[src/rtl/stack_seq_pkg.sv]
package stack_seq_pkg;

    typedef enum logic [2:0] {
        OP_NONE = 3'd0,
        OP_PUSH = 3'd1,
        OP_POP  = 3'd2,
        OP_CALL = 3'd3,
        OP_RET  = 3'd4,
        OP_IRET = 3'd5
    } op_e;

    typedef enum logic [3:0] {
        U_IDLE,
        U_DEC,
        U_WR_DATA,
        U_WR_PCLO,
        U_WR_PCHI,
        U_RD,
        U_CAP_DATA,
        U_CAP_PCHI,
        U_CAP_PCLO,
        U_CAP_FLAGS,
        U_FIN
    } uop_e;

    localparam int STEP_W = 3;

    function automatic logic op_legal(input logic [2:0] raw);
        return (raw >= 3'd1) && (raw <= 3'd5);
    endfunction

    // Micro-program: pointer moves down before a write and up after a read.
    function automatic uop_e program_step(input op_e op, input logic [STEP_W-1:0] step);
        uop_e u;
        u = U_FIN;
        case (op)
            OP_PUSH: begin
                case (step)
                    3'd0:    u = U_DEC;
                    3'd1:    u = U_WR_DATA;
                    default: u = U_FIN;
                endcase
            end
            OP_POP: begin
                case (step)
                    3'd0:    u = U_RD;
                    3'd1:    u = U_CAP_DATA;
                    default: u = U_FIN;
                endcase
            end
            OP_CALL: begin
                case (step)
                    3'd0:    u = U_DEC;
                    3'd1:    u = U_WR_PCLO;
                    3'd2:    u = U_DEC;
                    3'd3:    u = U_WR_PCHI;
                    default: u = U_FIN;
                endcase
            end
            OP_RET: begin
                case (step)
                    3'd0:    u = U_RD;
                    3'd1:    u = U_CAP_PCHI;
                    3'd2:    u = U_RD;
                    3'd3:    u = U_CAP_PCLO;
                    default: u = U_FIN;
                endcase
            end
            OP_IRET: begin
                case (step)
                    3'd0:    u = U_RD;
                    3'd1:    u = U_CAP_FLAGS;
                    3'd2:    u = U_RD;
                    3'd3:    u = U_CAP_PCHI;
                    3'd4:    u = U_RD;
                    3'd5:    u = U_CAP_PCLO;
                    default: u = U_FIN;
                endcase
            end
            default: u = U_FIN;
        endcase
        return u;
    endfunction

endpackage

[src/rtl/stack_seq_ctrl.sv]
module stack_seq_ctrl
    import stack_seq_pkg::*;
(
    input  logic       clk,
    input  logic       rst_n,
    input  logic       cmd_valid,
    input  logic [2:0] cmd_op,
    output logic       accept,
    output logic       busy,
    output logic       done,
    output uop_e       uop,
    output op_e        op
);

    typedef struct packed {
        logic              run;
        op_e               op;
        logic [STEP_W-1:0] step;
    } ctrl_t;

    ctrl_t st_d, st_q;

    assign uop    = st_q.run ? program_step(st_q.op, st_q.step) : U_IDLE;
    assign accept = !st_q.run && cmd_valid && op_legal(cmd_op);
    assign busy   = st_q.run;
    assign done   = st_q.run && (uop == U_FIN);
    assign op     = st_q.op;

    always_comb begin
        st_d = st_q;
        if (accept) begin
            st_d.run  = 1'b1;
            st_d.op   = op_e'(cmd_op);
            st_d.step = '0;
        end else if (st_q.run) begin
            if (uop == U_FIN) begin
                st_d.run  = 1'b0;
                st_d.step = '0;
            end else begin
                st_d.step = st_q.step + 1'b1;
            end
        end
    end

    always_ff @(posedge clk) begin
        if (!rst_n) begin
            st_q <= '{run: 1'b0, op: OP_NONE, step: '0};
        end else begin
            st_q <= st_d;
        end
    end

endmodule

[src/rtl/stack_seq_ptr.sv]
module stack_seq_ptr #(
    parameter int ADDR_W = 8
) (
    input  logic              clk,
    input  logic              rst_n,
    input  logic              dec,
    input  logic              inc,
    output logic [ADDR_W-1:0] sp
);

    localparam logic [ADDR_W-1:0] ONE = ADDR_W'(1);

    typedef struct packed {
        logic [ADDR_W-1:0] sp;
    } ptr_t;

    ptr_t p_d, p_q;

    assign sp = p_q.sp;

    // Natural ADDR_W-bit arithmetic wraps modulo 2**ADDR_W.
    always_comb begin
        p_d = p_q;
        if (dec) begin
            p_d.sp = p_q.sp - ONE;
        end else if (inc) begin
            p_d.sp = p_q.sp + ONE;
        end
    end

    always_ff @(posedge clk) begin
        if (!rst_n) begin
            p_q <= '{sp: '0};
        end else begin
            p_q <= p_d;
        end
    end

endmodule

[src/rtl/stack_seq_dp.sv]
module stack_seq_dp
    import stack_seq_pkg::*;
#(
    parameter int DATA_W = 8,
    parameter int ADDR_W = 8,
    localparam int PC_W  = 2 * DATA_W
) (
    input  logic              clk,
    input  logic              rst_n,
    input  logic              accept,
    input  uop_e              uop,
    input  op_e               op,
    input  logic [ADDR_W-1:0] sp,
    input  logic [DATA_W-1:0] push_data,
    input  logic [PC_W-1:0]   pc_in,
    input  logic [PC_W-1:0]   call_target,
    input  logic [DATA_W-1:0] mem_rdata,
    output logic              mem_req,
    output logic              mem_we,
    output logic [ADDR_W-1:0] mem_addr,
    output logic [DATA_W-1:0] mem_wdata,
    output logic [DATA_W-1:0] pop_data,
    output logic [PC_W-1:0]   pc_out,
    output logic              pc_load,
    output logic [DATA_W-1:0] flags_out,
    output logic              flags_load
);

    typedef struct packed {
        logic [DATA_W-1:0] push_byte;
        logic [PC_W-1:0]   pc_save;
        logic [PC_W-1:0]   target;
        logic [DATA_W-1:0] hold_hi;
        logic [DATA_W-1:0] pop_byte;
        logic [PC_W-1:0]   pc;
        logic [DATA_W-1:0] flags;
    } dp_t;

    dp_t r_d, r_q;

    logic is_wr, is_rd;

    assign is_wr = (uop == U_WR_DATA) || (uop == U_WR_PCLO) || (uop == U_WR_PCHI);
    assign is_rd = (uop == U_RD);

    assign mem_req  = is_wr || is_rd;
    assign mem_we   = is_wr;
    assign mem_addr = sp;

    always_comb begin
        case (uop)
            U_WR_PCLO: mem_wdata = r_q.pc_save[DATA_W-1:0];
            U_WR_PCHI: mem_wdata = r_q.pc_save[PC_W-1:DATA_W];
            default:   mem_wdata = r_q.push_byte;
        endcase
    end

    assign pop_data   = r_q.pop_byte;
    assign pc_out     = r_q.pc;
    assign flags_out  = r_q.flags;
    assign pc_load    = (uop == U_FIN) &&
                        ((op == OP_CALL) || (op == OP_RET) || (op == OP_IRET));
    assign flags_load = (uop == U_FIN) && (op == OP_IRET);

    always_comb begin
        r_d = r_q;
        if (accept) begin
            r_d.push_byte = push_data;
            r_d.pc_save   = pc_in;
            r_d.target    = call_target;
        end
        case (uop)
            U_WR_PCHI:   r_d.pc       = r_q.target;
            U_CAP_DATA:  r_d.pop_byte = mem_rdata;
            U_CAP_FLAGS: r_d.flags    = mem_rdata;
            U_CAP_PCHI:  r_d.hold_hi  = mem_rdata;
            U_CAP_PCLO:  r_d.pc       = {r_q.hold_hi, mem_rdata};
            default: ;
        endcase
    end

    always_ff @(posedge clk) begin
        if (!rst_n) begin
            r_q <= '0;
        end else begin
            r_q <= r_d;
        end
    end

endmodule

[src/rtl/stack_seq.sv]
module stack_seq
    import stack_seq_pkg::*;
#(
    parameter int DATA_W = 8,
    parameter int ADDR_W = 8,
    localparam int PC_W  = 2 * DATA_W
) (
    input  logic              clk,
    input  logic              rst_n,
    input  logic              cmd_valid,
    input  logic [2:0]        cmd_op,
    input  logic [DATA_W-1:0] push_data,
    input  logic [PC_W-1:0]   pc_in,
    input  logic [PC_W-1:0]   call_target,
    output logic              busy,
    output logic              done,
    output logic [ADDR_W-1:0] sp,
    output logic [DATA_W-1:0] pop_data,
    output logic [PC_W-1:0]   pc_out,
    output logic              pc_load,
    output logic [DATA_W-1:0] flags_out,
    output logic              flags_load,
    output logic              mem_req,
    output logic              mem_we,
    output logic [ADDR_W-1:0] mem_addr,
    output logic [DATA_W-1:0] mem_wdata,
    input  logic [DATA_W-1:0] mem_rdata
);

    logic accept;
    uop_e uop;
    op_e  op;
    logic sp_dec, sp_inc;

    assign sp_dec = (uop == U_DEC);
    assign sp_inc = (uop == U_CAP_DATA) || (uop == U_CAP_PCHI) ||
                    (uop == U_CAP_PCLO) || (uop == U_CAP_FLAGS);

    stack_seq_ctrl u_ctrl (
        .clk       (clk),
        .rst_n     (rst_n),
        .cmd_valid (cmd_valid),
        .cmd_op    (cmd_op),
        .accept    (accept),
        .busy      (busy),
        .done      (done),
        .uop       (uop),
        .op        (op)
    );

    stack_seq_ptr #(.ADDR_W(ADDR_W)) u_ptr (
        .clk   (clk),
        .rst_n (rst_n),
        .dec   (sp_dec),
        .inc   (sp_inc),
        .sp    (sp)
    );

    stack_seq_dp #(.DATA_W(DATA_W), .ADDR_W(ADDR_W)) u_dp (
        .clk         (clk),
        .rst_n       (rst_n),
        .accept      (accept),
        .uop         (uop),
        .op          (op),
        .sp          (sp),
        .push_data   (push_data),
        .pc_in       (pc_in),
        .call_target (call_target),
        .mem_rdata   (mem_rdata),
        .mem_req     (mem_req),
        .mem_we      (mem_we),
        .mem_addr    (mem_addr),
        .mem_wdata   (mem_wdata),
        .pop_data    (pop_data),
        .pc_out      (pc_out),
        .pc_load     (pc_load),
        .flags_out   (flags_out),
        .flags_load  (flags_load)
    );

endmodule

[config.mk]
export PLATFORM = sky130hd
export DESIGN_NAME = stack_seq
export DESIGN_NICKNAME = d
export VERILOG_FILES = /design/src/rtl/stack_seq_pkg.sv /design/src/rtl/stack_seq_ctrl.sv /design/src/rtl/stack_seq_ptr.sv /design/src/rtl/stack_seq_dp.sv /design/src/rtl/stack_seq.sv
export SDC_FILE = /design/constraint.sdc
export NUM_CORES = 1
export LEC_CHECK = 0
export ABC_CLOCK_PERIOD_IN_PS = 6800
export BUFFER_PORTS_ARGS = -buffer_cell sky130_fd_sc_hd__buf_2
export CAP_MARGIN = 40
export CORE_ASPECT_RATIO = 1.75
export CORE_MARGIN = 2
export CORE_UTILIZATION = 35
export DETAILED_ROUTE_END_ITERATION = 10
export REMOVE_ABC_BUFFERS = 1
export SYNTH_ARGS = -nofsm -noshare
export SYNTH_HDL_FRONTEND = slang
export SYNTH_SLANG_ARGS = --single-unit
[constraint.sdc]
create_clock -name clk -period 6.8 [get_ports clk]
set_clock_uncertainty 0.15 [all_clocks]
set_input_delay 0.34 -clock clk [delete_from_list [all_inputs] [get_ports clk]]
set_output_delay 0.34 -clock clk [all_outputs]
set_load 0.05 [all_outputs]
* Word-level counts from Yosys, hierarchy flattened *
Cells that the tools add are included.

storage, ports and cells
  output and inout bits = 62
  input bits = 54
  logic and storage cells = 73
  flip-flop bits (word level) = 95

operators by class
  $add $sub $neg = 3
  multiplexer cells = 15
  reductions and logical operators = 21
  bitwise operators = 1
  equality and inequality tests = 20
  order comparisons = 2

operators by type and width
  cell                                                                   count
  16-bit one-hot mux with 2 select lines                                 1
  4-bit one-hot mux with 3 select lines                                  2
  4-bit one-hot mux with 5 select lines                                  1
  4-bit by 3-bit == test with 1-bit output, second input constant        4
  8-bit 2-to-1 mux                                                       2
  4-bit one-hot mux with 2 select lines                                  2
  4-bit one-hot mux with 4 select lines                                  1
  8-bit one-hot mux with 2 select lines                                  1
  3-bit by 2-bit == test with 1-bit output, second input constant        4
  3-bit == test, second input constant                                   4
  4-bit == test, second input constant                                   3
  8-bit by 1-bit adder with 8-bit output, second input constant          1
  4-bit by 2-bit == test with 1-bit output, second input constant        2
  1-bit logical OR                                                       8
  8-bit by 1-bit subtractor with 8-bit output, second input constant     1
  3-bit by 1-bit == test with 1-bit output, second input constant        2
  1-bit logical AND                                                      6
  4-bit by 1-bit == test with 1-bit output, second input constant        1
  4-bit 2-to-1 mux                                                       1
  2-bit nonzero test                                                     2
  2-bit OR reduction                                                     2
  3-bit by 1-bit adder with 3-bit output, second input constant          1
  3-bit by 1-bit >= comparator with 1-bit output, second input constant  1
  3-bit less-or-equal comparator, second input constant                  1
  6 further kinds                                                        8

* Depth between registers and ports, before layout *
  depth after elaboration = 11
  gate-level depth with buffers = 17
  mapped depth without buffers = 16

* By module *
From an unflattened synthesis, not the netlist that was laid out.

second synthesis, totals
  cells, all modules = 534
  area, all modules = 5197.5 um^2

by module, submodules not included
  module          area an instance (um^2)  instances  cells an instance  sequential area each (um^2)
  stack_seq_dp    3749.8                   1          354                1601.5
  stack_seq_ctrl  788.3                    1          100                140.1
  stack_seq_ptr   628.1                    1          76                 160.2
  stack_seq       31.3                     1          4                  0.0

* Worst setup path after synthesis *
Ideal clock, no wire load.

  kind = register to register
  from = register u_ctrl.st_q[1] (netlist bit)
  to = register u_ptr.p_q (netlist bit u_ptr.sp[6])
  path slack = 2771 ps
  required time = 6534 ps
  data arrival time = 3762 ps
  clock period less this slack = 4029 ps
  stages on the path, launching flop included = 18
  library setup time = 116 ps
  buffers on the path = 1
  cell sequence = dfxtp_1 clkbuf_2 inv_1 ha_1 nor3_1 nor4_1 a311o_1 or3_4 or3_4 inv_1 ha_1 nor2b_1 o21ai_0 nand2b_1 a21o_1 a21oi_1 xnor2_1 a31o_2

on the way
  cells in the longest elaborated chain, start to end = 10
  elaborated cells on any way between the ends = 25
  those cells by class = 10 x eq/ne; 8 x mux; 7 x reduce/logical

ends and longest elaborated chain
  element                                                                           line                                                           text
  from (decl)                                                                       stack_seq_ctrl.sv:21                                           ctrl_t st_d, st_q;
  from (signal assigned)                                                            stack_seq_ctrl.sv:47                                           st_q <= '{run: 1'b0, op: OP_NONE, step: '0};
  from (signal assigned)                                                            stack_seq_ctrl.sv:49                                           st_q <= st_d;
  3-bit by 2-bit == test with 1-bit output (tied with other cells)                  stack_seq_pkg.sv:52, stack_seq_pkg.sv:61, stack_seq_pkg.sv:70
  3-bit OR reduction (no source line) / 2-bit OR reduction (equally long branches)  -
  4-bit one-hot mux with 4 select lines (tied with other cells)                     stack_seq_pkg.sv:70                                            case (step)
  4-bit one-hot mux with 5 select lines *                                           stack_seq_pkg.sv:36                                            case (op)
  4-bit 2-to-1 mux *                                                                stack_seq_ctrl.sv:23                                           assign uop = st_q.run ? program_step(st_q.op, st_q.step) : U_IDLE;
  4-bit by 3-bit == test with 1-bit output                                          stack_seq.sv:36                                                assign sp_inc = (uop == U_CAP_DATA) || (uop == U_CAP_PCHI) ||
  1-bit logical OR (2 in series)                                                    stack_seq.sv:36
  1-bit logical OR                                                                  stack_seq.sv:37                                                (uop == U_CAP_PCLO) || (uop == U_CAP_FLAGS);
  2-bit nonzero test (no source line)                                               -
  to (signal assigned)                                                              stack_seq_ptr.sv:33                                            p_q <= '{sp: '0};
  to (signal assigned)                                                              stack_seq_ptr.sv:35                                            p_q <= p_d;
  to (decl)                                                                         stack_seq_ptr.sv:17                                            ptr_t p_d, p_q;

Every way passes the cells marked *; elsewhere a longest branch is shown, timed or not.
A chain may end at the register's enable or synchronous reset.

* Worst setup path after layout *
  from = register u_ctrl.st_q[1] (netlist bit)
  to = register u_ptr.p_q (netlist bit u_ptr.sp[7])

The elaborated chain is that of the path after synthesis.

==> flow_metrics.py <==
metrics = {
    "setup_path": {
        "worstSetupPathType": "flop to flop",
        "cp_cell_sequence": "inv_1 -> ha_1 -> nor3_1 -> nor4_1 -> a311o_1 -> or3_4 -> or3_4 -> inv_1 -> ha_1 -> nand3_1 -> o211ai_1 -> nor4_1 -> nor3_1 -> nand4_1 -> o211ai_2 -> mux2i_1",
        "reg2reg_depth": 16,
        "crit_path_start_kind": "flop",
        "cp_data_arrival_time_ns": 4.55,
        "setup.worst_path.end_class": "flop",
        "required_ns": 6.91,
        "cp_max_fo": 9,
        "critPathMaxStageDelay_ns": 0.49,
        "slowest_stage": "dfxtp_1",
    },
    "logic_synthesis": {
        "synth_cell_types": 55,
        "ys_seq_area_share_pct": 39.1,
        "synth_edf_count": 0,
        "yosys_warnings": 0,
        "synthFlopType": "dfxtp_1",
        "async_reset_ff_share_pct": 0,
        "synth_area_per_cell_sq_um": 8.71,
        "ys_ff_latch": 95,
        "synthCells": 558,
        "synthesis.area_sq_um": 4860,
    },
    "floorplan": {
        "die_x_microns": 93.1,
        "start_util_pct": 35.3,
        "rows": 57,
        "io-pin-count": 116,
        "die_height_microns": 160,
        "dieArea_sq_um": 14900,
        "coreArea_sq_um": 13800,
    },
    "global_route": {
        "grt_antenna_before_repair": 0,
        "grt_pass1_vias": 3934,
        "grt_overflow_total": 0,
        "globalRouteTotalUtil_pct": 15.8,
        "grt_pass1_wl_mm": 18.8,
        "grt_max_degree": 103,
    },
    "pwr": {
        "power.leakage_nw": 2.41,
        "comb_power_share_pct": 11.7,
        "swShare_pct": 26.0,
        "pwr-share-clk_pct": 42.5,
        "seqPwrFrac_pct": 45.8,
        "p_int_w": 0.000953,
        "ir_worst_vdd_mv": 0.117,
        "powerDensity_nw_per_um2": 229,
        "switching_power_w": 0.000335,
    },
    "final_layout": {
        "layout_common_cells": "115 x buf_2, 95 x nand2_1, 95 x dfxtp_1",
        "final_layout_size_suffix_gt1_share_pct": 23.9,
        "nNetsFinal": 680,
        "final_common_cell": "buf_2",
        "diodes": 0,
        "area_growth_syn_to_layout_pct": 15.4,
        "final_cells": 796,
        "fin_area_sq_um": 5610,
    },
    "routing": {
        "routed_wl_mm": 11.6,
        "ant_nets": 0,
        "avgViaCountPerCell": 5.05,
        "first_pass_iters": 5,
        "drt_iter0_markers": 195,
        "drc": 0,
        "wl_per_cell_microns": 14.5,
        "via_count": 4017,
    },
    "place": {
        "placed_cells": 780,
        "place_hpwl_mm": 8.29,
        "portBuffers": 115,
        "routabilityCongestion": 0.807,
        "place_ws_ns": 2.42,
        "placed_area_sq_um": 5290,
    },
    "sta": {
        "min_period_ns": 4.44,
        "slew_violations": 0,
        "worst_pin_slew_ns": 0.842,
        "hold_violations": 0,
        "setup_viol": 0,
        "final.setup.tns_ns": 0,
        "slew_headroom_pct": 43.8,
        "setup_ws_ns": 2.36,
        "rsz0062_at_grt": "false",
        "max_freq_mhz": 225,
        "hold_slack_ns": 0.104,
        "fin_crit_sh_pct": 65.3,
    },
    "clocking": {
        "insertion_delay_ns": 0.34,
        "cts_tree": "yes",
        "holdBufCountCts": 0,
        "cts_resized": 0,
        "cts_buffers": 9,
        "cts_max_level": 3,
        "clkTransAtPathRegs_ns": 0.07,
        "cts_buffer_depth": 2,
        "clock_sink_count": 95,
        "cts_setup_buffers": 0,
        "root_buffer": "clkbuf_16",
    },
    "worst_hold_path": {
        "hold_class": "primary input to flop",
        "min_path_cells": 3,
    },
    "job": {
        "maxCapViolations": 0,
    },
    "run_status": {
        "outcome": "finished clean",
    },
}
==> layout make-up <==
class	instances	area (sq um)
Fill cell	1381	8150
Multi-Input combinational cell	375	2480
Sequential cell	95	1900
Timing Repair Buffer	120	637
Clock buffer	10	229
Tap cell	177	221
Clock inverter	6	92.6
Inverter	13	48.8
==> power by group through the flow <==
| stage | clock network [W] | registers [W] | logic (W) |
|---|---|---|---|
| 2_1_floorplan | 0 | 0.000607 | 0.0000871 |
| 3_3_place_gp | 0 | 0.000601 | 0.000149 |
| 3_5_place_dp | 0 | 0.000602 | 0.000152 |
| 4_1_cts | 0.000564 | 0.000589 | 0.000152 |
| 5_1_grt | 0.000587 | 0.000592 | 0.000166 |
| 6_report | 0.000548 | 0.000589 | 0.000150 |
==> metal layers <==
layer	vias up	GRT usage, %	part of all wire [%]
li1	2001	-	-
met1	1910	16.5	40
met2	90	30.2	55
met3	16	2.88	3.4
met4	0	6.62	2.3
met5	-	0	0
==> cell usage after synthesis, drive strengths merged (2+ instances only) <==
master  count  share of area, %
a211oi      3              0.57
a21boi     42               6.5
a21o        9               1.4
a21oi      26               2.7
a22o        8               1.4
a31oi       2              0.26
a32o        4              0.82
and2        4              0.51
and3        3              0.39
buf        51               7.4
clkbuf     24               1.9
dfxtp      95                39
ha         11               2.8
inv        13               1.0
mux2i      43               8.9
nand2      95               7.3
nand2b      5              0.64
nand3       9              0.93
nand3b      3              0.46
nand4       3              0.39
nor2       10              0.88
nor2b      26               3.3
nor3        8               1.3
nor4        5              0.77
o211a       2              0.41
o211ai      3              0.57
o21ai      24               2.5
o22ai       2              0.26
or3         5              0.85
xnor2       4              0.72
==> state kept, by name (all words and copies together) (netlist names) <==
signal / count
u_ctrl.busy: 1
u_ctrl.op: 3
u_ctrl.st_q: 3
u_dp.flags_out: 8
u_dp.pc_out: 16
u_dp.pop_data: 8
u_dp.r_q: 48
u_ptr.sp: 8
==> worst max-delay path, delay by kind of cell (launching register included) <==
family	cells	cell delay [ns]
and+or+nand+nor	8	1.99
AOI/OAI and AO/OA	3	0.74
DFF	1	0.49
adders and majority gates	2	0.49
buffers and inverters	2	0.30
muxes	1	0.19
==> metrics by stage <==
step	utilization [%]	power, W
after floorplan	-	0.000694
after global placement	38.2	0.000751
after detailed placement	38.4	0.000754
after CTS	40.8	0.00131
after global routing	40.8	0.00135
final	40.8	0.00129
==> final timing paths <==
check,startpoint,to,slack (ns)
min reg2reg,u_dp.r_q[51],u_dp.r_q[51],0.32
max reg2reg,u_ctrl.st_q[1],u_ptr.sp[7],2.36
max,u_ctrl.st_q[1],u_ptr.sp[7],2.36
min,push_data[0],u_dp.r_q[72],0.10
==> cell families after synthesis <==
kind of cell    count (synthesis)  synth area share [%]
simple gates                  180                  18.5
compound gates                135                  19.2
flops                          95                  39.1
buf+inv                        88                  10.2
mux                            43                  8.85
fa+ha+maj                      12                  3.24
xor+xnor                        5                 0.901
Power figures use the tool's default switching activity.
